### config.mk
export PLATFORM = sky130hd
export DESIGN_NAME = line_deframer
export DESIGN_NICKNAME = d
export VERILOG_FILES = /design/src/rtl/line_deframer_pkg.sv /design/src/rtl/nrzi_decoder.sv /design/src/rtl/self_sync_descrambler.sv /design/src/rtl/char_aligner.sv /design/src/rtl/line_deframer.sv
export SDC_FILE = /design/constraint.sdc
export NUM_CORES = 1
export LEC_CHECK = 0
export BUFFER_PORTS_ARGS = -buffer_cell sky130_fd_sc_hd__buf_2
export CORE_MARGIN = 3
export CORE_UTILIZATION = 60
export CTS_CLUSTER_SIZE = 25
export DETAILED_ROUTE_END_ITERATION = 12
export PLACE_DENSITY = 0.79
export SYNTH_ARGS = -nofsm -noshare
export SYNTH_HDL_FRONTEND = slang
export SYNTH_SLANG_ARGS = --single-unit
### constraint.sdc
create_clock -name clk -period 4.76 [get_ports clk]
set_input_delay 0.952 -clock clk [delete_from_list [all_inputs] [get_ports clk]]
set_output_delay 0.952 -clock clk [all_outputs]
set_load 0.03 [all_outputs]
### src/rtl/line_deframer_pkg.sv
// Package: shared constants for the receive deframer.
// Assumes: 8-bit characters; the sync filler value is fixed by the link.
package line_deframer_pkg;
    localparam int          CHAR_W    = 8;
    localparam logic [7:0]  SYNC_CHAR = 8'h7E;
    localparam int          SCR_LEN   = 7;
    localparam int          SCR_TAP_A = 5;
    localparam int          SCR_TAP_B = 7;
endpackage

### src/rtl/nrzi_decoder.sv
// Transition decoder: outputs 1 when the strobed level equals the previous
// strobed level, 0 when it differs. Previous level resets to 0.
// Assumes: in_vld marks the only cycles in which in_bit is meaningful.
module nrzi_decoder (
    input  logic clk,
    input  logic rst_n,
    input  logic in_bit,
    input  logic in_vld,
    output logic dec_bit,
    output logic dec_vld
);
    logic prev_lvl;

    // Compare current level with the stored one.
    always_comb begin
        dec_bit = ~(in_bit ^ prev_lvl);
        dec_vld = in_vld;
    end

    // Remember the last strobed level.
    always_ff @(posedge clk) begin
        if (!rst_n)      prev_lvl <= 1'b0;
        else if (in_vld) prev_lvl <= in_bit;
    end


    prev_tracks_strobe_chk: assert property (@(posedge clk) disable iff (!rst_n)
        in_vld |=> prev_lvl == $past(in_bit));
endmodule

### src/rtl/self_sync_descrambler.sv
// Self-synchronising descrambler: out = in ^ reg[TAP_A] ^ reg[TAP_B], where
// the register shifts in the received (scrambled) bits. Resets to all ones.
// Assumes: TAP_A < TAP_B == LEN.
module self_sync_descrambler #(
    parameter int LEN   = 7,
    parameter int TAP_A = 5,
    parameter int TAP_B = 7
) (
    input  logic clk,
    input  logic rst_n,
    input  logic in_bit,
    input  logic in_vld,
    output logic out_bit,
    output logic out_vld
);
    logic [LEN:1] hist;

    // Remove the scrambling sequence from the current bit.
    always_comb begin
        out_bit = in_bit ^ hist[TAP_A] ^ hist[TAP_B];
        out_vld = in_vld;
    end

    // Shift received bits in; stage 1 is the most recent.
    generate
        if (LEN > 1) begin : g_shift
            always_ff @(posedge clk) begin
                if (!rst_n)      hist <= '1;
                else if (in_vld) hist <= {hist[LEN-1:1], in_bit};
            end
        end else begin : g_single
            always_ff @(posedge clk) begin
                if (!rst_n)      hist <= '1;
                else if (in_vld) hist <= in_bit;
            end
        end
    endgenerate


    hist_hold_chk: assert property (@(posedge clk) disable iff (!rst_n)
        !in_vld |=> $stable(hist));
endmodule

### src/rtl/char_aligner.sv
// Character aligner: hunts for the sync value on every bit, then assembles
// fixed slots LSB first, drops sync slots, delivers the rest, and abandons
// the lock after miss_limit consecutive non-sync slots (0 = never).
// Assumes: miss_limit is held stable while locked.
module char_aligner #(
    parameter int         W      = 8,
    parameter logic [W-1:0] SYNC = 8'h7E,
    parameter int         MISS_W = 4
) (
    input  logic              clk,
    input  logic              rst_n,
    input  logic              in_bit,
    input  logic              in_vld,
    input  logic [MISS_W-1:0] miss_limit,
    output logic [W-1:0]      byte_out,
    output logic              byte_vld,
    output logic              locked
);
    localparam int CNT_W = (W > 1) ? $clog2(W) : 1;
    localparam logic [CNT_W-1:0]  LAST_POS = CNT_W'(W - 1);
    localparam logic [MISS_W-1:0] MISS_MAX = '1;

    logic [W-1:0]      win;
    logic [W-1:0]      win_nxt;
    logic [CNT_W-1:0]  pos;
    logic [MISS_W-1:0] miss;
    logic              miss_hit;

    // Window after the incoming bit: earliest bit sits at bit 0.
    always_comb begin
        win_nxt  = {in_bit, win[W-1:1]};
        miss_hit = (miss_limit != '0) && ((miss + 1'b1) == miss_limit);
    end

    // Hunt, slot counting, sync stripping and lock loss.
    always_ff @(posedge clk) begin
        if (!rst_n) begin
            win      <= '1;
            pos      <= '0;
            miss     <= '0;
            locked   <= 1'b0;
            byte_vld <= 1'b0;
            byte_out <= '0;
        end else begin
            byte_vld <= 1'b0;
            if (in_vld) begin
                win <= win_nxt;
                if (!locked) begin
                    if (win_nxt == SYNC) begin
                        locked <= 1'b1;
                        pos    <= '0;
                        miss   <= '0;
                    end
                end else begin
                    pos <= (pos == LAST_POS) ? '0 : pos + 1'b1;
                    if (pos == LAST_POS) begin
                        if (win_nxt == SYNC) begin
                            miss <= '0;
                        end else begin
                            byte_out <= win_nxt;
                            byte_vld <= 1'b1;
                            if (miss_hit) begin
                                locked <= 1'b0;
                                miss   <= '0;
                            end else if (miss != MISS_MAX) begin
                                miss <= miss + 1'b1;
                            end
                        end
                    end
                end
            end
        end
    end


    one_cycle_pulse_chk: assert property (@(posedge clk) disable iff (!rst_n)
        byte_vld |=> !byte_vld);

    pulse_needs_strobe_chk: assert property (@(posedge clk) disable iff (!rst_n)
        !in_vld |=> !byte_vld);

    lock_on_strobe_chk: assert property (@(posedge clk) disable iff (!rst_n)
        $rose(locked) |-> $past(in_vld));

    miss_bound_chk: assert property (@(posedge clk) disable iff (!rst_n)
        (locked && miss_limit != '0) |-> miss < miss_limit);
endmodule

### src/rtl/line_deframer.sv
// Receive deframer top: transition decoder -> self-synchronising
// descrambler -> character aligner with sync stripping.
// Assumes: one line bit per line_vld strobe from timing recovery.
module line_deframer #(
    parameter int MISS_W = 4
) (
    input  logic              clk,
    input  logic              rst_n,
    input  logic              line_bit,
    input  logic              line_vld,
    input  logic [MISS_W-1:0] miss_limit,
    output logic [7:0]        byte_out,
    output logic              byte_vld,
    output logic              locked
);
    import line_deframer_pkg::*;

    logic dec_bit, dec_vld;
    logic dsc_bit, dsc_vld;

    nrzi_decoder u_dec (
        .clk     (clk),
        .rst_n   (rst_n),
        .in_bit  (line_bit),
        .in_vld  (line_vld),
        .dec_bit (dec_bit),
        .dec_vld (dec_vld)
    );

    self_sync_descrambler #(
        .LEN   (SCR_LEN),
        .TAP_A (SCR_TAP_A),
        .TAP_B (SCR_TAP_B)
    ) u_dsc (
        .clk     (clk),
        .rst_n   (rst_n),
        .in_bit  (dec_bit),
        .in_vld  (dec_vld),
        .out_bit (dsc_bit),
        .out_vld (dsc_vld)
    );

    char_aligner #(
        .W      (CHAR_W),
        .SYNC   (SYNC_CHAR),
        .MISS_W (MISS_W)
    ) u_aln (
        .clk        (clk),
        .rst_n      (rst_n),
        .in_bit     (dsc_bit),
        .in_vld     (dsc_vld),
        .miss_limit (miss_limit),
        .byte_out   (byte_out),
        .byte_vld   (byte_vld),
        .locked     (locked)
    );
endmodule

==> results of run 1 <==
-- worst max path at each step --
| stage | cells after the start | to | slack [ps] | start |
|---|---|---|---|---|
| floorplan | 5 | u_aln.miss[1] | 2570 | line_bit |
| global route | 5 | u_aln.byte_out[5] | 2540 | line_vld |
| global placement | 6 | u_aln.miss[1] | 2330 | line_bit |
| CTS | 6 | u_aln.miss[1] | 2640 | line_bit |
| finish | 6 | u_aln.miss[1] | 2630 | line_bit |
| detailed placement | 6 | u_aln.miss[1] | 2290 | line_bit |
-- metal layers --
metal  routed length (um)  share of wire, %
met5                    0                 0
met4                   61               2.4
met3                  117               4.5
met2                 1256                49
met1                 1147                44
-- report_power, final --
group          leakage [nW]  switching [mW]  internal (mW)
clock network        0.0374          0.0835         0.0837
registers             0.259         0.00206          0.270
logic                 0.373          0.0191         0.0106
total                 0.669           0.105          0.365
-- cell type report --
type                            instances  area (um^2)
Multi-Input combinational cell        108        774.5
Inverter                                4        15.01
Timing Repair Buffer                   17        85.08
Tap cell                               28        35.03
Sequential cell                        32        640.6
Clock buffer                            7        65.06
Fill cell                             180        660.6
-- worst max-delay path, cell delays in order --
cell      delay, ps
buf_2           110
xor2_1          170
xnor2_2         400
a21oi_2         190
a311oi_4        350
mux2i_1         210
-- cell families after synthesis --
kind of cell / after synthesis
flip-flops: 32
AND/OR/NAND/NOR: 52
buffers and inverters: 12
multiplexers: 21
XOR/XNOR: 7
AO/OA/AOI/OAI: 25
adder cells (fa/ha/maj): 3
-- state kept, by name, indices dropped and copies added (netlist names) --
register        flops
u_aln.byte_out      8
u_aln.locked        1
u_dsc.hist          7
u_aln.pos           3
u_aln.miss          4
u_aln.win           7
u_dec.prev_lvl      1
u_aln.byte_vld      1
-- per-stage QoR --
stage / cells / hold WS (ps) / cell area, um^2
CTS: 196 / 490.8 / 1615
global placement: 189 / 454.9 / 1550
detailed placement: 189 / 469.6 / 1550
finish: 196 / 483.2 / 1615
floorplan: 152 / 439.3 / 1471
global route: 196 / 524.2 / 1615
-- Yosys cell counts (all sizes together), types with 2 or more instances --
master	number	area [um^2]
a211oi	2	20.02
a21oi	8	55.06
and3	2	13.77
buf	2	18.77
clkbuf	6	22.52
dfxtp	32	640.6
ha	3	37.54
inv	4	15.01
mux2i	21	210.2
nand2	21	78.83
nand3	6	30.03
nand4	5	31.28
nor2	9	33.78
nor2b	2	12.51
nor3	3	20.02
o21ai	8	40.04
xnor2	4	42.55
xor2	3	26.28
==> impl_metrics.prom, run 1 <==
# TYPE chip_impl_metric gauge
chip_impl_metric{name="synth_simple_gate_area_share",unit="%"} 17.01
chip_impl_metric{name="drt-vias-per-instance",unit=""} 5.776
chip_impl_info{name="hold_class",value="flip-flop to flip-flop"} 1
chip_impl_info{name="busiest_layer",value="met2"} 1
chip_impl_metric{name="route.vias.total",unit=""} 1132
chip_impl_info{name="rsz0062_at_grt",value="false"} 1
chip_impl_metric{name="gr-usage-all-layers",unit="%"} 19.28
chip_impl_metric{name="global_route.usage.met3",unit="%"} 4.907
chip_impl_metric{name="drv_slew",unit=""} 0
chip_impl_metric{name="number_of_synthesized_flops_with_an_enable_pin",unit=""} 0
chip_impl_metric{name="p_leak",unit="nW"} 0.6695
chip_impl_metric{name="die-width",unit="um"} 55.52
chip_impl_metric{name="clock_tree.buffer_depth",unit=""} 2
chip_impl_metric{name="buffers_added_on_ports",unit=""} 17
chip_impl_metric{name="total_power",unit="mW"} 0.4693
chip_impl_metric{name="max-cap-violations",unit=""} 0
chip_impl_info{name="end_point_of_the_most_critical_hold_path",value="u_dsc.hist[3]"} 1
chip_impl_metric{name="reg2reg_depth",unit=""} 6
chip_impl_info{name="run_status",value="finished, final reports clean"} 1
chip_impl_metric{name="drt-pass1-iter-count",unit=""} 4
chip_impl_metric{name="reg2reg_slack",unit="ps"} 2660
chip_impl_metric{name="globalRouteMet2Util",unit="%"} 31.08
chip_impl_info{name="timing.rr.start",value="u_aln.miss[0]"} 1
chip_impl_metric{name="synth-seq-area-share",unit="%"} 43.54
chip_impl_info{name="hp-start",value="u_dsc.hist[2]"} 1
chip_impl_metric{name="number_of_global_route_vias_before_repair",unit=""} 1075
chip_impl_info{name="cts_tree",value="built"} 1
chip_impl_metric{name="pwr_density_cell",unit="mW/mm^2"} 290.6
chip_impl_metric{name="crit_path_max_fanout",unit=""} 7
chip_impl_metric{name="ys_async_sr_fraction",unit="%"} 0
chip_impl_metric{name="synth-warning-count",unit=""} 0
chip_impl_metric{name="slew_headroom",unit="%"} 58.22
chip_impl_metric{name="cts_made_buffers",unit=""} 5
chip_impl_metric{name="globalplace.congestion",unit=""} 0.7701
chip_impl_metric{name="core-area",unit="mm^2"} 0.002276
chip_impl_metric{name="finalHoldViolations",unit=""} 0
chip_impl_metric{name="nets",unit=""} 179
chip_impl_metric{name="grtUsageMet1",unit="%"} 24.23
chip_impl_metric{name="post_synth.cell_area_avg",unit="um^2"} 9.680
chip_impl_metric{name="fp-row-count",unit=""} 17
chip_impl_info{name="critical_path.reg2reg.endpoint",value="u_aln.miss[1]"} 1
chip_impl_metric{name="wire_length_of_the_first_global_routing_pass",unit="mm"} 4.774
chip_impl_metric{name="max_freq",unit="MHz"} 469.4
chip_impl_metric{name="drive_above_1_share",unit="%"} 19.05
chip_impl_metric{name="detail_route.wl_per_cell",unit="um"} 13.18
chip_impl_info{name="cts_root_buffer",value="clkbuf_4"} 1
chip_impl_metric{name="final-setup-viol-count",unit=""} 0
chip_impl_metric{name="final.period_utilization",unit="%"} 44.75
chip_impl_metric{name="drt_iter0_drc",unit=""} 49
chip_impl_metric{name="critical_path_required",unit="ps"} 5010
chip_impl_metric{name="synth_nets",unit=""} 163
chip_impl_metric{name="clock-skew-final",unit="ps"} 11.46
chip_impl_metric{name="setup_buffers_after_cts",unit=""} 0
chip_impl_info{name="synth_top_flop_cell",value="dfxtp_1"} 1
chip_impl_metric{name="worst_skew_pair.late_latency",unit="ps"} 320
chip_impl_info{name="most_common_cell_after_layout_fill_and_taps_aside",value="dfxtp_1"} 1
chip_impl_metric{name="antenna_found_initial",unit=""} 0
chip_impl_metric{name="hpwl",unit="mm"} 1.903
chip_impl_metric{name="antenna_left",unit=""} 0
chip_impl_metric{name="yosys.area_share.xor_xnor",unit="%"} 4.677
chip_impl_metric{name="fin_util",unit="%"} 70.97
chip_impl_metric{name="globalRouteOverflowTotal",unit=""} 0
chip_impl_metric{name="floorplan.die_area",unit="mm^2"} 0.003082
chip_impl_metric{name="post_syn_area",unit="mm^2"} 0.001471
chip_impl_metric{name="fp.dieH",unit="um"} 55.52
chip_impl_info{name="critical_path.endpoint_type",value="flip-flop"} 1
chip_impl_metric{name="cts_htree_levels",unit=""} 2
chip_impl_metric{name="clkSlewWorstSetupHoldPaths",unit="ps"} 100
chip_impl_metric{name="syn-instance-count",unit=""} 152
chip_impl_info{name="most-common-layout-cells",value="32 x dfxtp_1, 21 x mux2i_1, 21 x nand2_1"} 1
chip_impl_metric{name="post_synth_fa_ha_maj_area_fraction",unit="%"} 2.551
chip_impl_metric{name="critical_path_arrival",unit="ps"} 2380
chip_impl_info{name="crit_path_start_kind",value="input pin"} 1
chip_impl_metric{name="route.final.wire_length",unit="mm"} 2.583
chip_impl_metric{name="worst_hold_path.num_cells",unit=""} 2
chip_impl_info{name="critical_path_class",value="input pin to flip-flop"} 1
chip_impl_metric{name="worst_slew_pin_slew",unit="ps"} 620.2
chip_impl_metric{name="cts-resized-gates",unit=""} 0
chip_impl_metric{name="initial_core_utilization",unit="%"} 64.65
chip_impl_metric{name="holdBufCountCts",unit=""} 0
chip_impl_info{name="synth_top_family_by_area",value="simple AND/OR/NAND/NOR gates"} 1
chip_impl_metric{name="yosys.cell_types.count",unit=""} 36
chip_impl_metric{name="vdd_ir_drop_max",unit="V"} 0.0002093
chip_impl_metric{name="cts_sinks",unit=""} 32
chip_impl_metric{name="num_antenna_cells",unit=""} 0
chip_impl_metric{name="drt_drc_violations_left",unit=""} 0
chip_impl_metric{name="mux_cell_area_share_after_synthesis",unit="%"} 14.29
chip_impl_metric{name="period_minus_slack",unit="ps"} 2130
chip_impl_metric{name="synth_seq_cells",unit=""} 32
chip_impl_metric{name="grt_start_max_net_pins",unit=""} 25
chip_impl_metric{name="pre_cts_ws",unit="ps"} 2292
chip_impl_metric{name="finalWorstSetupSlack",unit="ps"} 2630
chip_impl_metric{name="synth_compound_area_share",unit="%"} 14.12
chip_impl_metric{name="tns",unit="ps"} 0
chip_impl_metric{name="area_growth",unit="%"} 9.779
chip_impl_metric{name="top_ports",unit=""} 18
Note: power is estimated with default switching activity, not from simulation.
==> run 2, diff against run 1 <==
Settings changed: ABC_AREA set to 1, CORE_UTILIZATION 60 to 56, PLACE_DENSITY 0.79 to 0.74.
Clock period 4.76 ns to 2 ns, I/O delays scaled along.
==> impl_metrics.prom, run 2 <==
# TYPE chip_impl_metric gauge
chip_impl_info{name="run_status",value="finished, final reports clean"} 1
chip_impl_metric{name="cts_made_buffers",unit=""} 5
chip_impl_metric{name="p_leak",unit="nW"} 0.8207
chip_impl_metric{name="route.final.wire_length",unit="mm"} 2.914
chip_impl_metric{name="synth-seq-area-share",unit="%"} 42.00
chip_impl_info{name="layout_top_registers",value="u_aln.byte_out (8), u_aln.win (7), u_dsc.hist (7)"} 1
chip_impl_info{name="critical_path_class",value="flip-flop to flip-flop"} 1
chip_impl_metric{name="yosys.cell_types.count",unit=""} 28
chip_impl_metric{name="drt_iter0_drc",unit=""} 80
chip_impl_metric{name="ys_async_sr_fraction",unit="%"} 0
chip_impl_metric{name="post_synth.cell_area_avg",unit="um^2"} 7.513
chip_impl_metric{name="drv_slew",unit=""} 0
chip_impl_info{name="top_register",value="u_aln.byte_out"} 1
chip_impl_metric{name="critical_path_required",unit="ps"} 2240
chip_impl_metric{name="nets",unit=""} 232
chip_impl_info{name="critical_path.endpoint_type",value="flip-flop"} 1
chip_impl_info{name="most_common_cell_after_layout_fill_and_taps_aside",value="nand2_1"} 1
chip_impl_metric{name="area_growth",unit="%"} 10.25
chip_impl_metric{name="core-area",unit="mm^2"} 0.002522
chip_impl_info{name="busiest_layer",value="met2"} 1
chip_impl_metric{name="final-setup-viol-count",unit=""} 0
chip_impl_info{name="hold_class",value="input pin to flip-flop"} 1
chip_impl_metric{name="globalplace.congestion",unit=""} 0.8537
chip_impl_metric{name="drt-vias-per-instance",unit=""} 5.214
chip_impl_metric{name="fp-row-count",unit=""} 18
chip_impl_metric{name="cts_htree_levels",unit=""} 2
chip_impl_metric{name="globalRouteOverflowTotal",unit=""} 0
chip_impl_metric{name="finalWorstSetupSlack",unit="ps"} 357.5
chip_impl_info{name="cts_root_buffer",value="clkbuf_4"} 1
chip_impl_metric{name="drt-pass1-iter-count",unit=""} 4
chip_impl_metric{name="gr-usage-all-layers",unit="%"} 20.32
chip_impl_metric{name="clkSlewWorstSetupHoldPaths",unit="ps"} 110
chip_impl_metric{name="top_ports",unit=""} 18
chip_impl_info{name="cts_tree",value="built"} 1
chip_impl_metric{name="num_antenna_cells",unit=""} 0
chip_impl_metric{name="floorplan.die_area",unit="mm^2"} 0.003386
chip_impl_info{name="crit_path_start_kind",value="flip-flop"} 1
chip_impl_metric{name="period_minus_slack",unit="ps"} 1643
chip_impl_metric{name="number_of_global_route_vias_before_repair",unit=""} 1251
chip_impl_metric{name="place_inst",unit=""} 244
chip_impl_metric{name="synth-warning-count",unit=""} 0
chip_impl_metric{name="clock_tree.buffer_depth",unit=""} 2
chip_impl_metric{name="synthDominantCellAreaShare",unit="%"} 42.00
chip_impl_info{name="crit_path_frequent_cell",value="nand2_2"} 1
chip_impl_metric{name="final_cell_count_no_fill",unit=""} 252
chip_impl_metric{name="global_route.usage.met3",unit="%"} 5.791
chip_impl_metric{name="buffers_added_on_ports",unit=""} 17
chip_impl_metric{name="number_of_synthesized_flops_with_an_enable_pin",unit=""} 0
chip_impl_metric{name="antenna_found_initial",unit=""} 0
chip_impl_metric{name="detail_route.wl_per_cell",unit="um"} 11.56
chip_impl_metric{name="total_cell_area_at_the_placement_stage",unit="mm^2"} 0.001619
chip_impl_metric{name="grt_start_max_net_pins",unit=""} 26
chip_impl_info{name="crit_family",value="simple AND/OR/NAND/NOR gates"} 1
chip_impl_metric{name="cts-resized-gates",unit=""} 0
chip_impl_metric{name="post_syn_area",unit="mm^2"} 0.001525
chip_impl_info{name="post_synth_main_area_contributors",value="dfxtp_1 42%, nand2_1 14%, nand3_1 8.5%"} 1
chip_impl_metric{name="crit_path_max_fanout",unit=""} 6
chip_impl_metric{name="pre_cts_ws",unit="ps"} 336.1
chip_impl_metric{name="slew_headroom",unit="%"} 73.88
chip_impl_metric{name="syn-instance-count",unit=""} 203
chip_impl_info{name="path_cells",value="ha_1 > inv_1 > nand2_1 > nand4_1 > nor2_2 > nand2_2 > nand2_2 > nand2_2 > nor2_1 > nor2_2"} 1
chip_impl_info{name="netlist.top_cell.by_area",value="dfxtp_1"} 1
chip_impl_metric{name="route.vias.total",unit=""} 1314
chip_impl_metric{name="wire_length_of_the_first_global_routing_pass",unit="mm"} 5.230
chip_impl_metric{name="max_freq",unit="MHz"} 608.8
chip_impl_metric{name="finalHoldViolations",unit=""} 0
chip_impl_info{name="post-synth-top-count-cell",value="nand2_1"} 1
chip_impl_metric{name="max-cap-violations",unit=""} 0
chip_impl_info{name="rsz0062_at_grt",value="false"} 1
chip_impl_metric{name="hpwl",unit="mm"} 2.114
chip_impl_metric{name="drive_above_1_share",unit="%"} 21.62
chip_impl_metric{name="tns",unit="ps"} 0
chip_impl_metric{name="pwr_density_cell",unit="mW/mm^2"} 713.8
chip_impl_metric{name="antenna_left",unit=""} 0
chip_impl_metric{name="clock-skew-final",unit="ps"} 11.22
chip_impl_metric{name="synth_nets",unit=""} 214
chip_impl_info{name="synth_common_cells",value="58 x nand2_1, 32 x dfxtp_1, 26 x nand3_1"} 1
chip_impl_metric{name="synth_seq_cells",unit=""} 32
chip_impl_metric{name="initial_core_utilization",unit="%"} 60.47
chip_impl_metric{name="worst_slew_pin_slew",unit="ps"} 391.4
chip_impl_metric{name="setup_buffers_after_cts",unit=""} 0
chip_impl_info{name="crit_slowest_cell",value="dfxtp_1"} 1
chip_impl_metric{name="fp.dieH",unit="um"} 58.19
chip_impl_metric{name="cts_sinks",unit=""} 32
chip_impl_metric{name="die-width",unit="um"} 58.19
chip_impl_info{name="synth_top_flop_cell",value="dfxtp_1"} 1
chip_impl_metric{name="holdBufCountCts",unit=""} 0
chip_impl_metric{name="buffer_and_inverter_count_on_the_worst_path",unit=""} 1
chip_impl_metric{name="vdd_ir_drop_max",unit="V"} 0.0005623
chip_impl_metric{name="design_area",unit="mm^2"} 0.001682
chip_impl_metric{name="max_ffs_per_register",unit=""} 8
chip_impl_metric{name="grtUsageMet1",unit="%"} 23.27
chip_impl_metric{name="globalRouteMet2Util",unit="%"} 34.35
chip_impl_metric{name="critical_path_arrival",unit="ps"} 1880
chip_impl_metric{name="drt_drc_violations_left",unit=""} 0
chip_impl_metric{name="worst_skew_pair.late_latency",unit="ps"} 340
chip_impl_metric{name="slowest_delay",unit="ps"} 370
chip_impl_metric{name="final.period_utilization",unit="%"} 82.13
chip_impl_info{name="most-common-layout-cells",value="58 x nand2_1, 32 x dfxtp_1, 26 x nand3_1"} 1
## run 2: changes by cell type in the layout (fill, tap and decap cells not counted), sizes merged, moves of 2 or more
cell   change
a21oi      +3
nor2       +8
nor3       -3
and3       -2
xnor2      -3
xor2       -3
nand2     +46
mux2i     -21
nand3     +21
inv       +14
nor2b      -2
## run 2: path summary, 6_finish.rpt
check	depth (start not counted)	to	slack [ps]	from
hold / removal	3	u_dec.prev_lvl	330	line_bit
setup / recovery	10	u_aln.miss[2]	360	u_aln.miss[0]
setup reg to reg	10	u_aln.miss[2]	360	u_aln.miss[0]
hold reg to reg	2	u_aln.byte_out[0]	450	u_aln.byte_out[0]
## run 2: logic make-up (layout without fill, tap and decap cells)
kind of cell | count (synthesis) | count (layout) | synth area share (%)
flip-flops | 32 | 32 | 42.00
AND/OR/NAND/NOR | 117 | 117 | 37.33
AO/OA/AOI/OAI | 25 | 25 | 10.83
adder cells (fa/ha/maj) | 3 | 3 | 2.461
buffers and inverters | 25 | 44 | 6.809
XOR/XNOR | 1 | 1 | 0.5743
## run 2: final cells by class
type | count | area, um^2
fill | 227 | 840.8
multi-input combinational | 146 | 780.7
tap | 30 | 37.54
sequential | 32 | 640.6
inverter | 18 | 67.56
timing repair buffer | 18 | 92.59
clock buffer | 7 | 55.05
clock inverter | 1 | 7.507
## run 2: report_power, final
| part | switching [mW] | internal, mW | leakage [nW] |
|---|---|---|---|
| clock | 0.225 | 0.172 | 0.0315 |
| sequential | 0.0213 | 0.661 | 0.262 |
| combinational | 0.0780 | 0.0434 | 0.528 |
| total | 0.324 | 0.876 | 0.821 |
## run 2: worst min-delay path, cell delays in order
cell,delay (ps)
buf_2,120
inv_2,60
a21oi_1,60
## run 2: routing by layer
metal / wire (um) / up-vias
met4: 74 / 0
met3: 121 / 9
met5: 0 / -
met1: 1290 / 594
met2: 1428 / 19
li1: - / 692
## run 2: stage by stage
stage | hold slack, ps | util (%) | power, mW
5_1_grt | 344.7 | 66.67 | 1.253
3_5_place_dp | 438.8 | 64.19 | 0.8183
4_1_cts | 326.9 | 66.67 | 1.213
3_3_place_gp | 436.1 | 64.19 | 0.8137
6_report | 333.7 | 66.67 | 1.200
2_1_floorplan | 429.2 | - | 0.7886
==> run 3, diff against run 2 <==
Clock period 2 ns to 1.6 ns, I/O delays scaled along.
==> impl_metrics.prom, run 3 (synthesized netlist as in run 2, its figures left out) <==
# TYPE chip_impl_metric gauge
chip_impl_info{name="run_status",value="finished, final reports clean"} 1
chip_impl_metric{name="period_minus_slack",unit="ps"} 1563
chip_impl_metric{name="finalWorstSetupSlack",unit="ps"} 36.89
chip_impl_metric{name="place_inst",unit=""} 247
chip_impl_metric{name="wire_length_of_the_first_global_routing_pass",unit="mm"} 5.540
chip_impl_info{name="cts_tree",value="built"} 1
chip_impl_metric{name="number_of_global_route_vias_before_repair",unit=""} 1289
chip_impl_metric{name="finalHoldViolations",unit=""} 0
chip_impl_metric{name="worst_skew_pair.late_latency",unit="ps"} 320
chip_impl_info{name="critical_path.endpoint_type",value="flip-flop"} 1
chip_impl_metric{name="pre_cts_ws",unit="ps"} 32.09
chip_impl_metric{name="drt-vias-per-instance",unit=""} 5.342
chip_impl_metric{name="globalplace.congestion",unit=""} 0.8370
chip_impl_metric{name="clock_power_share",unit="%"} 31.7
chip_impl_metric{name="slew_headroom",unit="%"} 74.01
chip_impl_metric{name="comb_power_share",unit="%"} 11.1
chip_impl_info{name="layout_top_registers",value="u_aln.byte_out (8), u_aln.win (7), u_dsc.hist (7)"} 1
chip_impl_metric{name="hpwl",unit="mm"} 2.376
chip_impl_metric{name="clkSlewWorstSetupHoldPaths",unit="ps"} 100
chip_impl_metric{name="critical_path_required",unit="ps"} 1810
chip_impl_metric{name="drt_drc_violations_left",unit=""} 0
chip_impl_metric{name="route.final.wire_length",unit="mm"} 3.308
chip_impl_metric{name="num_antenna_cells",unit=""} 0
chip_impl_metric{name="final.period_utilization",unit="%"} 97.69
chip_impl_metric{name="grt_start_max_net_pins",unit=""} 15
chip_impl_metric{name="internal_power",unit="mW"} 1.104
chip_impl_info{name="most_common_cell_after_layout_fill_and_taps_aside",value="nand2_1"} 1
chip_impl_metric{name="design_area",unit="mm^2"} 0.001765
chip_impl_info{name="crit_path_start_kind",value="flip-flop"} 1
chip_impl_info{name="critical_path_class",value="flip-flop to flip-flop"} 1
chip_impl_metric{name="globalRouteOverflowTotal",unit=""} 0
chip_impl_metric{name="floorplan.die_area",unit="mm^2"} 0.003386
chip_impl_metric{name="fin_util",unit="%"} 69.99
chip_impl_metric{name="final_cell_count_no_fill",unit=""} 257
chip_impl_metric{name="buffers_added_on_ports",unit=""} 17
chip_impl_metric{name="worst_slew_pin_slew",unit="ps"} 389.4
chip_impl_metric{name="antenna_left",unit=""} 0
chip_impl_info{name="cts_root_buffer",value="clkbuf_4"} 1
chip_impl_metric{name="fp-row-count",unit=""} 18
chip_impl_metric{name="critical_path_arrival",unit="ps"} 1770
chip_impl_metric{name="gr-usage-all-layers",unit="%"} 21.20
chip_impl_metric{name="netSwitchingPower",unit="mW"} 0.3882
chip_impl_metric{name="fp.dieH",unit="um"} 58.19
chip_impl_metric{name="core-area",unit="mm^2"} 0.002522
chip_impl_metric{name="top_ports",unit=""} 18
chip_impl_metric{name="cts_made_buffers",unit=""} 5
chip_impl_metric{name="max_ffs_per_register",unit=""} 8
chip_impl_metric{name="power_switching_share",unit="%"} 26.02
chip_impl_info{name="most-common-layout-cells",value="56 x nand2_1, 30 x dfxtp_1, 25 x nand3_1"} 1
chip_impl_metric{name="drive_above_1_share",unit="%"} 27.75
chip_impl_metric{name="tns",unit="ps"} 0
chip_impl_info{name="rsz0062_at_grt",value="true"} 1
chip_impl_info{name="top_register",value="u_aln.byte_out"} 1
chip_impl_metric{name="cts_htree_levels",unit=""} 2
chip_impl_metric{name="p_leak",unit="nW"} 0.8557
chip_impl_metric{name="pwr_density_cell",unit="mW/mm^2"} 845.0
chip_impl_metric{name="clock_tree.buffer_depth",unit=""} 2
chip_impl_metric{name="max_freq",unit="MHz"} 639.8
chip_impl_metric{name="antenna_found_initial",unit=""} 0
chip_impl_metric{name="initial_core_utilization",unit="%"} 60.47
chip_impl_metric{name="max-cap-violations",unit=""} 0
chip_impl_metric{name="final-setup-viol-count",unit=""} 0
chip_impl_metric{name="total_cell_area_at_the_placement_stage",unit="mm^2"} 0.001642
chip_impl_metric{name="drt-pass1-iter-count",unit=""} 4
chip_impl_metric{name="die-width",unit="um"} 58.19
chip_impl_metric{name="route.vias.total",unit=""} 1373
chip_impl_metric{name="clock-skew-final",unit="ps"} 8.195
chip_impl_metric{name="cts_sinks",unit=""} 32
chip_impl_info{name="hold_class",value="input pin to flip-flop"} 1
chip_impl_metric{name="area_growth",unit="%"} 15.75
chip_impl_metric{name="crit_path_max_fanout",unit=""} 6
chip_impl_metric{name="nets",unit=""} 237
chip_impl_metric{name="detail_route.wl_per_cell",unit="um"} 12.87
chip_impl_metric{name="vdd_ir_drop_max",unit="V"} 0.0007688
chip_impl_metric{name="drv_slew",unit=""} 0
chip_impl_metric{name="power.sequential.fraction",unit="%"} 57.2
chip_impl_metric{name="drt_iter0_drc",unit=""} 55
run 3: cell types whose count changed in the layout (fill, tap and decap cells not counted), sizes merged:
cell,before,now
buf,18,23
clkbuf,7,8
clkinvlp,1,0
run 3: metrics by stage:
stage / hold slack, ps / power (mW)
final: 266.9 / 1.492
after global routing: 272.4 / 1.564
after CTS: 264.5 / 1.494
after detailed placement: 442.8 / 1.027
after global placement: 437.1 / 1.020
after floorplan: 429.2 / 0.9858
run 3: power groups by stage:
stage          Clock [mW]  Sequential [mW]  Combinational, mW
2_1_floorplan           0            0.865              0.121
3_3_place_gp            0            0.869              0.152
3_5_place_dp            0            0.870              0.157
4_1_cts             0.484            0.852              0.158
5_1_grt             0.518            0.858              0.188
6_report            0.472            0.853              0.166
run 3: worst paths after layout:
kind	from	endpoint	slack, ps	cells past startpoint
worst max register to register	u_aln.miss[0]	u_aln.locked	40	9
worst min register to register	u_dsc.hist[4]	u_dsc.hist[4]	460	2
worst max-delay path	u_aln.miss[0]	u_aln.locked	40	9
worst min-delay path	line_bit	u_dec.prev_lvl	270	3
run 3: worst max-delay path, stage by stage (launching register included):
cell	delay [ps]
dfxtp_2	340
ha_2	180
or2_4	260
nand3_2	70
nand2_1	60
nor2_2	140
nand2_4	110
buf_4	160
nor2_2	110
a211oi_2	40
run 3: layer usage:
| metal | track usage, % | vias to the layer above | part of all wire (%) |
|---|---|---|---|
| met5 | 0 | - | 0 |
| met4 | 8.940 | 0 | 2.1 |
| met3 | 4.677 | 9 | 3.8 |
| met2 | 35.00 | 31 | 48 |
| met1 | 26.59 | 629 | 46 |
| li1 | - | 704 | - |
run 3: layout make-up:
class,instances,area [um^2]
clock buffers,8,58.81
fillers,231,757.0
inverters,18,67.56
multi-input cells,146,828.3
flip-flops and latches,32,643.1
well taps,30,37.54
repair buffers,23,130.1
run 3: timing repair:
item | in CTS | in global routing
setup buffers | 0 | 2
hold buffers | 0 | 0
setup endpoints to repair | 0 | 12
resized for setup | 0 | 15
